`src/rtl/dw_pkg.sv`:
```
package dw_pkg;
  localparam int DATA_W      = 8;
  localparam int ADDR_W      = 1;
  localparam int WORD_W      = DATA_W + ADDR_W;
  localparam int NUM_CH      = 1 << ADDR_W;
  localparam int SDO_TAP     = 8;
  localparam int SYNC_STAGES = 2;
  typedef logic [DATA_W-1:0] wiper_t;
  localparam wiper_t MIDSCALE = wiper_t'(1 << (DATA_W-1));
endpackage

```
`src/rtl/dw_sync.sv`:
```
module dw_sync #(
  parameter int             WIDTH   = 1,
  parameter int             STAGES  = 2,
  parameter logic [WIDTH-1:0] RST_VAL = '0
) (
  input  logic             clk,
  input  logic             rst_n,
  input  logic [WIDTH-1:0] d,
  output logic [WIDTH-1:0] q
);
  logic [WIDTH-1:0] stg_q [STAGES];

  genvar i;
  generate
    for (i = 0; i < STAGES; i++) begin : g_stage
      logic [WIDTH-1:0] stg_d;
      if (i == 0) begin : g_first
        assign stg_d = d;
      end else begin : g_next
        assign stg_d = stg_q[i-1];
      end
      always_ff @(posedge clk or negedge rst_n) begin
        if (!rst_n) stg_q[i] <= RST_VAL;
        else        stg_q[i] <= stg_d;
      end
    end
  endgenerate

  assign q = stg_q[STAGES-1];
endmodule

```
`src/rtl/dw_shift.sv`:
```
module dw_shift #(
  parameter int WORD_W = 9,
  parameter int TAP    = 8
) (
  input  logic              clk,
  input  logic              rst_n,
  input  logic              shift_en,
  input  logic              din,
  input  logic              clr_sdo,
  output logic [WORD_W-1:0] word,
  output logic              sdo_q
);
  logic [WORD_W-1:0] sr_q, sr_d;
  logic              sdo_d;

  always_comb begin
    sr_d  = sr_q;
    sdo_d = sdo_q;
    if (shift_en) begin
      sr_d  = {sr_q[WORD_W-2:0], din};
      sdo_d = sr_q[TAP-1];
    end
    if (clr_sdo) sdo_d = 1'b0;
  end

  always_ff @(posedge clk or negedge rst_n) begin
    if (!rst_n) begin
      sr_q  <= '0;
      sdo_q <= 1'b0;
    end else begin
      sr_q  <= sr_d;
      sdo_q <= sdo_d;
    end
  end

  assign word = sr_q;
endmodule

```
`src/rtl/dw_wipers.sv`:
```
module dw_wipers #(
  parameter int          DATA_W = 8,
  parameter int          ADDR_W = 1,
  parameter int          NUM_CH = 2,
  parameter logic [DATA_W-1:0] MID = 8'h80
) (
  input  logic                     clk,
  input  logic                     rst_n,
  input  logic                     load,
  input  logic [ADDR_W-1:0]        addr,
  input  logic [DATA_W-1:0]        data,
  input  logic                     preset,
  output logic [NUM_CH*DATA_W-1:0] wipers
);
  genvar c;
  generate
    for (c = 0; c < NUM_CH; c++) begin : g_ch
      logic [DATA_W-1:0] w_q, w_d;
      logic              sel;
      assign sel = load && (addr == ADDR_W'(c));
      always_comb begin
        w_d = w_q;
        if (sel)    w_d = data;
        if (preset) w_d = MID;
      end
      always_ff @(posedge clk or negedge rst_n) begin
        if (!rst_n) w_q <= MID;
        else        w_q <= w_d;
      end
      assign wipers[c*DATA_W +: DATA_W] = w_q;
    end
  endgenerate
endmodule

```
`src/rtl/dual_wiper_ctrl.sv`:
```
module dual_wiper_ctrl
  import dw_pkg::*;
#(
  parameter int STAGES = SYNC_STAGES
) (
  input  logic              clk,
  input  logic              rst_n,
  input  logic              cs_n,
  input  logic              sclk,
  input  logic              sdi,
  input  logic              preset_n,
  input  logic              shdn_n,
  output logic              sdo,
  output logic              sdo_oe,
  output logic              a_open,
  output logic              w_to_b,
  output logic [DATA_W-1:0] wiper1,
  output logic [DATA_W-1:0] wiper2
);
  localparam int NIN = 5;

  logic [NIN-1:0] pins, pins_s;
  logic cs_s, sclk_s, sdi_s, preset_s, shdn_s;
  logic cs_prev_q, cs_prev_d, sclk_prev_q, sclk_prev_d;
  logic cs_rise, sclk_rise, shift_en, load, sdo_q;
  logic [WORD_W-1:0]        sr_word;
  logic [NUM_CH*DATA_W-1:0] wbus;

  assign pins = {preset_n, shdn_n, sdi, sclk, cs_n};

  dw_sync #(.WIDTH(NIN), .STAGES(STAGES), .RST_VAL(5'b11001)) u_sync (
    .clk(clk), .rst_n(rst_n), .d(pins), .q(pins_s)
  );

  assign {preset_s, shdn_s, sdi_s, sclk_s, cs_s} = pins_s;

  always_comb begin
    cs_prev_d   = cs_s;
    sclk_prev_d = sclk_s;
  end

  always_ff @(posedge clk or negedge rst_n) begin
    if (!rst_n) begin
      cs_prev_q   <= 1'b1;
      sclk_prev_q <= 1'b0;
    end else begin
      cs_prev_q   <= cs_prev_d;
      sclk_prev_q <= sclk_prev_d;
    end
  end

  assign cs_rise   = cs_s && !cs_prev_q;
  assign sclk_rise = sclk_s && !sclk_prev_q;
  assign shift_en  = sclk_rise && !cs_s;
  assign load      = cs_rise;

  dw_shift #(.WORD_W(WORD_W), .TAP(SDO_TAP)) u_shift (
    .clk(clk), .rst_n(rst_n), .shift_en(shift_en), .din(sdi_s),
    .clr_sdo(!preset_s), .word(sr_word), .sdo_q(sdo_q)
  );

  dw_wipers #(.DATA_W(DATA_W), .ADDR_W(ADDR_W), .NUM_CH(NUM_CH), .MID(MIDSCALE)) u_wipers (
    .clk(clk), .rst_n(rst_n), .load(load),
    .addr(sr_word[WORD_W-1 -: ADDR_W]), .data(sr_word[DATA_W-1:0]),
    .preset(!preset_s), .wipers(wbus)
  );

  assign wiper1 = wbus[0 +: DATA_W];
  assign wiper2 = wbus[DATA_W +: DATA_W];
  assign a_open = !shdn_s;
  assign w_to_b = !shdn_s;
  assign sdo_oe = shdn_s;
  assign sdo    = sdo_q && shdn_s;
endmodule

```
`config.mk`:
```
export PLATFORM = sky130hd
export DESIGN_NAME = dual_wiper_ctrl
export DESIGN_NICKNAME = d
export VERILOG_FILES = /design/src/rtl/dw_pkg.sv /design/src/rtl/dw_sync.sv /design/src/rtl/dw_shift.sv /design/src/rtl/dw_wipers.sv /design/src/rtl/dual_wiper_ctrl.sv
export SDC_FILE = /design/constraint.sdc
export NUM_CORES = 1
export LEC_CHECK = 0
export BUFFER_PORTS_ARGS = -buffer_cell sky130_fd_sc_hd__buf_2
export CORE_ASPECT_RATIO = 1.75
export CORE_UTILIZATION = 35
export DETAILED_ROUTE_END_ITERATION = 12
export HOLD_SLACK_MARGIN = 0.12
export PLACE_DENSITY = 0.52
export SLEW_MARGIN = 20
export SYNTH_ARGS = -nofsm -noshare
export SYNTH_HDL_FRONTEND = slang
export SYNTH_SLANG_ARGS = --single-unit
```
`constraint.sdc`:
```
create_clock -name clk -period 3.4 [get_ports clk]
set_input_delay 0.68 -clock clk [delete_from_list [all_inputs] [get_ports clk]]
set_output_delay 0.68 -clock clk [all_outputs]
set_load 0.01 [all_outputs]
```
# After elaboration in Yosys (flattened, before gate mapping)
# Index checks and enable logic that the tools add are counted.
# classes
n_addsub	0
mul	0
div_mod_pow	0
n_lt_le_gt_ge	0
n_eq_ne	3
n_shift	0
mux	6
n_bitwise	1
n_reduce_logical	10
# ops
cell	n
8-bit 2-to-1 mux	4
1-bit logical AND	6
1-bit logical NOT	4
2-bit by 1-bit inequality test with 1-bit output (second input constant)	2
1-bit 2-to-1 mux	2
2-bit inequality test (second input constant)	1
1-bit NOT	1
# word_totals
reg_bits	38
latchBits	0
ram_bits	0
rom_bits	0
input_bits	7
out_inout_bits	20
elab_cells	28
n_memories	0

# Logic depth before layout (Yosys ltp)
# Gate-level depths: netlist of the first run.
# logic_depth
word_depth	5
depth_mapped	4
depth_no_buf	2

# Hierarchy
# A second synthesis of the first run with hierarchy kept.
# hier_totals
cells_unflattened	105
area_unflattened_um2	1516.5
# modules_own_cells
module	instances	cells_each	area_per_inst_um2	seq_area_each_um2
dw_wipers	1	63	759.5	402.9
dw_shift	1	24	405.4	250.2
dw_sync	1	10	257.7	257.7
dual_wiper_ctrl	1	8	93.8	51.3

# Worst setup path before layout of the first run
# OpenSTA, ideal clock, no wires.
# synth_path
path_type	reg-to-output
from	register u_sync.stg_q (netlist bit u_sync.q[3])
to	output port w_to_b
arrival_ns	0.762
required_time_ns	2.720
slack_ns	1.958
path_stages_with_launch	3
path_buffers	1
path_cell_list	dfstp_2 -> inv_1 -> buf_4
# synth_via
elab_chain_cells	1
# synth_lines
element	line_no	text
start: declaration	dw_sync.sv:11	logic [WIDTH-1:0] stg_q [STAGES];
start signal: indexed assignment	dw_sync.sv:24	else stg_q[i] <= stg_d;
1-bit logical NOT	-	
end: declaration	dual_wiper_ctrl.sv:16	output logic w_to_b,
# Every way passes these cells.

# Worst setup path after layout of the first run
# layout_path
from	register u_sync.stg_q (netlist bit u_sync.q[3])
to	output port sdo
# layout_via
elab_chain_cells	1
# layout_lines
element	line_no	text
1-bit logical AND	dual_wiper_ctrl.sv:73	assign sdo = sdo_q && shdn_s;
end: declaration	dual_wiper_ctrl.sv:13	output logic sdo,
# Every way passes these cells.

==> results of run 1 <==
state kept, by name, indices dropped and copies added, names as in the netlist:
register / cells
sclk_prev_q: 1
u_shift.word: 9
u_sync.g_stage.stg_d: 5
u_wipers.g_ch.w_q: 16
u_shift.sdo_q: 1
u_sync.q: 5
cs_prev_q: 1
per-stage QoR:
| step | area, sq um | util | hold slack, ns | power (W) | std cells |
|---|---|---|---|---|---|
| global placement | 1570 | 0.403 | 0.333 | 0.000707 | 169 |
| detailed placement | 1570 | 0.403 | 0.343 | 0.000713 | 169 |
| global route | 1670 | 0.427 | 0.362 | 0.00108 | 177 |
| CTS | 1670 | 0.427 | 0.358 | 0.00104 | 177 |
| finish | 1670 | 0.427 | 0.356 | 0.00101 | 177 |
| floorplan | 1430 | - | 0.331 | 0.000661 | 102 |
worst max-delay path, stage by stage (launching register included):
cell     delay (ns)
dfstp_2        0.54
and2_1         0.11
buf_2          0.12
kinds of logic after synthesis:
family | synth area share
AND/OR/NAND/NOR | 0.101
flip-flops | 0.673
multiplexers | 0.190
buffers and inverters | 0.0367
cell usage after synthesis:
master	n	area, sq um
nand3b_1	1	7.51
inv_1	1	3.75
nor2b_1	3	18.8
mux2_2	9	101
dfrtp_1	29	726
buf_4	3	22.5
buf_2	3	15.0
nor3b_2	2	25.0
mux2i_1	17	170
nand2_1	23	86.3
and2_1	1	6.26
buf_6	1	11.3
dfstp_2	9	236
final cells by class:
cell class	count	area share
clock buffer	6	0.0495
tap	48	0.0360
inverter	1	0.00225
multi-input combinational	56	0.249
sequential	38	0.577
timing repair buffer	26	0.0781
clock inverter	2	0.00751
layer usage:
| layer | routed length (um) | vias to the layer above |
|---|---|---|
| met1 | 941 | 412 |
| met5 | 0 | - |
| met2 | 1190 | 18 |
| li1 | - | 381 |
| met3 | 83 | 7 |
| met4 | 70 | 0 |
where the power goes:
group	switching [W]	leakage (nW)	internal [W]
logic	0.0000607	0.316	0.0000688
registers	0.0000476	0.474	0.000522
clock network	0.000152	0.0472	0.000163
worst paths after layout:
check                                            from  slack [ns]  cells after the start                      end
max in group asynchronous                       rst_n        2.40                      1          u_shift.word[5]
max                                       u_sync.q[3]        1.68                      2                      sdo
min                        u_sync.g_stage[1].stg_d[4]        0.36                      0              u_sync.q[4]
min reg2reg                u_sync.g_stage[1].stg_d[4]        0.36                      0              u_sync.q[4]
min in group asynchronous                       rst_n        0.48                      1  u_wipers.g_ch[1].w_q[1]
max reg2reg                               u_sync.q[0]        1.80                      2  u_wipers.g_ch[0].w_q[4]
==> run metrics, run 1 <==
Final ANT Viol Nets=0; Final HPWL DP=~1.5 mm; Final WS setup=1.68 ns; Antenna diodes=0; critical path data arrival time=1.04 ns; max cap viols=0; f_max=around 580 MHz; Final Hold Viols=0; Startpoint Class=flop; post-synthesis cell count=102; core footprint=3900 sq um; Initial DRC Count=18; clock tree buffer depth=2; GRT busiest layer=met2; Layout fillers=396; CTS tree=done; final setup TNS=0 ns; Worst slew margin=0.443; FP Rows=30; area of the multi-input gates=just over 400 sq um; critical path capture point type=primary output; Die X=between 50 and 60 um; RSZ-0062 raised after global routing=no; register area=962 sq um; All-Layer GR Usage=0.130; WL per Instance=12.9 um; CTS HTree Levels=2; pre-CTS setup slack=roughly 1.8 ns; max-slew violations=0; clk root buf=clkbuf_8; maximum VDD drop=0.294 mV; Worst Path Class, Setup=reg2out; vias in the first global route=between 800 and 900; Req. time, crit path=2.72 ns; Top-Level Pins=27; most frequent cells in the layout=dfrtp_1, buf_2, nand2_1; Yosys warnings=0; Worst-Skew Late Latency=0.29 ns; Initial Util=0.366; path category of the worst min-delay check=reg2reg; Period minus WS final=roughly 1.7 ns; wirelength, routed=around 2.3 mm; outcome=completed; met2 Use GR=0.212; drt pass-1 iters=2; Reg clk slew, reported paths=0.07 ns; DR vias=818; Setup Skew=between 0.005 and 0.006 ns; Crit Path Max Fanout=3; die area=4360 sq um; number of distinct library cells after synthesis=13; GR Util met1=0.144; Post-CTS Resized=0; hold_buf cts=0; gpl congestion=0.657; post-synthesis sequential area ratio=0.673; Mean Syn Cell Area=approximately 14 sq um; CTS Buf Count=5; Syn Nets=109; drt drc=0; post-synthesis register bit count=38; Mapped Area=1430 sq um; Die Y=between 80 and 90 um; gr ovfl total=0; post-CTS setup buffers=0; worst-margin pin slew=0.832 ns; global-route wire length before repair=4.13 mm; I/O Buffers=26; Global Route met3 Usage=0.0368; final critical-path share of the clock period=0.507; layout cells sized above 1=0.419; layout overhead on the synthesized area=16.5%; setup violators final=0; largest net degree at the start of global routing=39; PD cells=approximately 600 nW/um^2; initial antenna violation count=0; most common cell after layout, fill and taps aside=dfrtp_1; clock tree sinks=38; fin nets=135; leakage power=0.837 nW; vias per cell=around 4.6
Note: power is estimated with default switching activity, not from simulation.
==> inputs of run 2 (changes only) <==
- clock period: 3.4 -> 1.7 ns (I/O delays scaled with it)
==> run 2 against run 1 <==
Net effect:
- sequential share of layout area decreased by 1.4 points
- clock power up 93%
- hold slack lost 0.20 ns
- power up 100%
- critical path type unchanged
==> run metrics, run 2 (synthesized netlist as in run 1, its figures left out) <==
outcome=completed; gpl congestion=0.682; final critical-path share of the clock period=0.809; Internal Power=~0.0015 W; gr ovfl total=0; slowest stage delay, CP=0.53 ns; clock tree sinks=38; DR vias=830; Clock power frac=0.301; Worst path slowest cell=dfstp_2; leakage power=0.862 nW; Worst Path Class, Setup=reg2out; Final Hold Viols=0; final setup TNS=0 ns; All-Layer GR Usage=0.132; max-slew violations=0; setup violators final=0; initial antenna violation count=0; RSZ-0062 raised after global routing=no; worst-margin pin slew=0.559 ns; vias in the first global route=between 800 and 900; sequential share of power=0.564; global-route wire length before repair=4.12 mm; Worst slew margin=0.626; largest net degree at the start of global routing=27; worst hold path depth=1; die area=4360 sq um; PD cells=1180 nW/um^2; Startpoint Class=flop; Worst-Skew Late Latency=0.28 ns; most frequent cells in the layout=dfrtp_1, buf_2, nand2_1; area of the multi-input gates=415 sq um; critical path capture point type=primary output; vias per cell=4.59; CTS tree=done; Layout fillers=404; Die Y=~87 um; Initial DRC Count=6; clock tree buffer depth=2; Top-Level Pins=27; FP Rows=30; layout overhead on the synthesized area=19.4%; Sw Pwr=just over 0.0005 W; drt drc=0; core footprint=3900 sq um; Antenna diodes=0; Final Power=0.00202 W; Net Sw Frac=0.249; max cap viols=0; Most flops, register=u_wipers.g_ch.w_q; CTS Buf Count=5; crit-path cells=and2_1 > buf_2; register area=962 sq um; Setup Skew=0.00595 ns; Reg clk slew, reported paths=0.07 ns; Crit Path Max Fanout=3; WL per Instance=13.3 um; Final ANT Viol Nets=0; post-CTS setup buffers=0; clk root buf=clkbuf_8; R2R depth=2; most common cell after layout, fill and taps aside=dfrtp_1; Period minus WS final=1.37 ns; combinational fraction of design power=0.135; Die X=about 50 um; path category of the worst min-delay check=in2reg; I/O Buffers=26; fin nets=139; CTS HTree Levels=2; Initial Util=0.366; max reg flops=16; maximum VDD drop=between 0.5 and 0.6 mV; critical path data arrival time=1.03 ns; layout cells sized above 1=0.421; Final HPWL DP=around 1.7 mm; drt pass-1 iters=2; f_max=727 MHz; wirelength, routed=approximately 2.4 mm; Req. time, crit path=1.36 ns
==> run 2: power by group through the flow <==
stage / Combinational (W) / Sequential, W / Clock, W
finish: 0.000274 / 0.00114 / 0.000609
global route: 0.000306 / 0.00116 / 0.000674
CTS: 0.000283 / 0.00114 / 0.000648
detailed placement: 0.000280 / 0.00116 / 0
global placement: 0.000271 / 0.00115 / 0
floorplan: 0.000183 / 0.00114 / 0
==> run 2: worst paths after layout <==
path	from	end	slack [ns]
worst max register to register	u_sync.q[0]	u_wipers.g_ch[1].w_q[0]	0.37
worst min register to register	u_sync.g_stage[1].stg_d[0]	u_sync.q[0]	0.36
worst max-delay path	u_sync.q[3]	sdo	0.33
max in group asynchronous	rst_n	u_sync.q[0]	0.61
min in group asynchronous	rst_n	u_wipers.g_ch[0].w_q[2]	0.54
worst min-delay path	shdn_n	u_sync.g_stage[1].stg_d[3]	0.15
==> run 2: metal layers <==
metal	up-vias	GRT usage	wire length, um	share of wire
met5	-	0	0	0
met4	0	0.0682	57	0.024
met3	5	0.0474	87	0.036
met2	18	0.222	1280	0.53
met1	417	0.142	985	0.41
li1	390	-	-	-
==> run 2: area by class of cell <==
class	instances	share of cell area
sequential	38	0.563
clock buffer	7	0.0505
tap	48	0.0352
timing repair buffer	30	0.103
multi-input combinational	56	0.243
inverter	1	0.00220
clock inverter	1	0.00293
==> run 2: worst max-delay path, delay by kind of cell (launching register included) <==
kind                   cells  cell delay (ns)
buffers and inverters      1             0.12
and+or+nand+nor            1             0.11
DFF                        1             0.53
==> run 2: what timing repair did <==
action | 4_1_cts | 5_1_grt
endpoints found under the hold margin | 14 | 0
hold buffers | 1 | 0
resized for setup | 0 | 0
==> run 2: per-stage QoR <==
step                      worst slack, ns  instance area, sq um  instances   util  hold slack (ns)
after floorplan                     0.563                  1430        102      -           0.0444
after global placement              0.396                  1610        172  0.412            0.315
after detailed placement            0.362                  1610        172  0.412            0.327
after CTS                           0.300                  1710        181  0.438            0.139
after global routing                0.269                  1710        181  0.438            0.134
final                               0.325                  1710        181  0.438            0.153
==> inputs of run 3 (changes only) <==
- PLACE_DENSITY: 0.52 -> 0.54
- clock period: 1.7 -> 1.22 ns (I/O delays scaled with it)
==> run 3 against run 2 <==
Net effect:
- largest cell class unchanged
- largest power group unchanged
- the flow now finishes with violations (setup timing)
- die area stayed put
- setup slack worse by 0.40 ns
- utilization up 4.3 points
==> run metrics, run 3 (synthesized netlist as in run 1, its figures left out) <==
vias per cell=4.54; RSZ-0062 raised after global routing=yes; CTS HTree Levels=2; Worst path slowest cell=dfstp_2; FP Rows=30; initial antenna violation count=0; core footprint=3900 sq um; final critical-path share of the clock period=1.06; most frequent cells in the layout=dfrtp_1, buf_2, nand2_1; die area=4360 sq um; Startpoint Class=flop; Worst-Skew Late Latency=0.29 ns; placed cell count=175; layout cells sized above 1=0.420; fin nets=between 100 and 150; Initial Util=0.366; final std cells w/o fill=191; critical path capture point type=primary output; failing checks=setup timing; CP Launch Point=u_sync.q[3]; Layout fillers=382; Most flops, register=u_wipers.g_ch.w_q; FF-to-FF End=u_wipers.g_ch[0].w_q[6]; max cap viols=0; maximum VDD drop=0.691 mV; critical path data arrival time=1.05 ns; max-slew violations=0; slowest stage delay, CP=0.54 ns; CTS Buf Count=5; clock tree buffer depth=2; Antenna diodes=0; Final WS setup=-0.0714 ns; All-Layer GR Usage=0.139; drt pass-1 iters=4; leakage power=0.943 nW; Final Hold Viols=0; Die Y=86.6 um; CTS tree=done; Reg clk slew, reported paths=0.07 ns; path category of the worst min-delay check=reg2reg; worst hold endpoint=u_sync.q[1]; vias in the first global route=947; most common cell after layout, fill and taps aside=dfrtp_1; outcome=finished with violations; layout overhead on the synthesized area=31.1%; Final HPWL DP=1.64 mm; wirelength, routed=2.45 mm; gr ovfl total=0; drt drc=0; Crit Path Max Fanout=3; Top-Level Pins=27; WL per Instance=between 10 and 15 um; Worst Path Class, Setup=reg2out; gpl congestion=about 0.66; worst-margin pin slew=0.345 ns; f_max=774 MHz; R2R depth=3; worst r2r src=u_sync.q[0]; setup violators final=5; worst hold path depth=0; Initial DRC Count=8; Req. time, crit path=0.98 ns; final instance area=1880 sq um; PD cells=1550 nW/um^2; R2R setup slack=0 ns; I/O Buffers=26; crit-path cells=and2_4 > buf_6; Period minus WS final=1.29 ns; clk root buf=clkbuf_8; Final ANT Viol Nets=0; hold path start=u_sync.g_stage[1].stg_d[1]; clock tree sinks=38; max reg flops=16; Setup Skew=0.00828 ns; DR vias=868; largest net degree at the start of global routing=24; Worst slew margin=0.770; placed inst area=~1700 sq um; global-route wire length before repair=4.37 mm; Die X=a little over 50 um
-- run 3: cell types whose count changed in the layout (fill, tap and decap cells not counted), sizes merged --
cell         before  now
dlygate4sd3       1    6
buf              29   34
clkinv            1    0
clkbuf            7    8
-- run 3: area by class of cell --
| cell class | instances | area (sq um) | area share |
|---|---|---|---|
| Clock buffer | 8 | 80.1 | 0.0427 |
| Multi-Input combinational cell | 56 | 464 | 0.247 |
| Timing Repair Buffer | 40 | 305 | 0.163 |
| Inverter | 1 | 3.75 | 0.00200 |
| Tap cell | 48 | 60.1 | 0.0320 |
| Sequential cell | 38 | 962 | 0.513 |
-- run 3: worst max path at each step --
stage	end	slack, ns
global placement	u_shift.word[0]	0.03
detailed placement	u_shift.word[0]	-0.03
floorplan	u_shift.word[0]	0.08
CTS	sdo	-0.09
finish	sdo	-0.07
global route	sdo	-0.11
-- run 3: where the power goes --
group / switching [W] / internal (W) / leakage [nW]
logic: 0.000194 / 0.000312 / 0.429
clock network: 0.000408 / 0.000406 / 0.0395
registers: 0.000140 / 0.00146 / 0.474
-- run 3: routing by layer --
layer	vias to the layer above	track usage	routed length, um
li1	414	-	-
met1	424	0.159	1030
met2	23	0.218	1250
met3	7	0.0526	112
met4	0	0.0833	68
met5	-	0	0
-- run 3: worst max-delay path: cells and delay by family, from the launching register on --
family | cells | cell delay, ns
buffers and inverters | 1 | 0.09
DFF | 1 | 0.54
and+or+nand+nor | 1 | 0.13
-- run 3: what timing repair did --
action,in CTS,in global routing
resized for setup,14,3
buffers inserted,1,0
hold endpoints to repair,9,0
gates cloned,1,0
hold buffers,6,0
pin swaps,1,0
endpoints found under the setup margin,13,20
-- run 3: metrics by stage --
step                      setup TNS, ns  utilization  hold WS (ns)  total power [W]  setup WS, ns
after floorplan                       0            -       -0.0516          0.00184        0.0828
after global routing             -0.894        0.480         0.358          0.00307        -0.112
after detailed placement         -0.157        0.424         0.178          0.00202       -0.0295
after global placement                0        0.424         0.176          0.00200        0.0292
after CTS                        -0.274        0.477         0.356          0.00295       -0.0947
final                            -0.121        0.480         0.351          0.00291       -0.0714
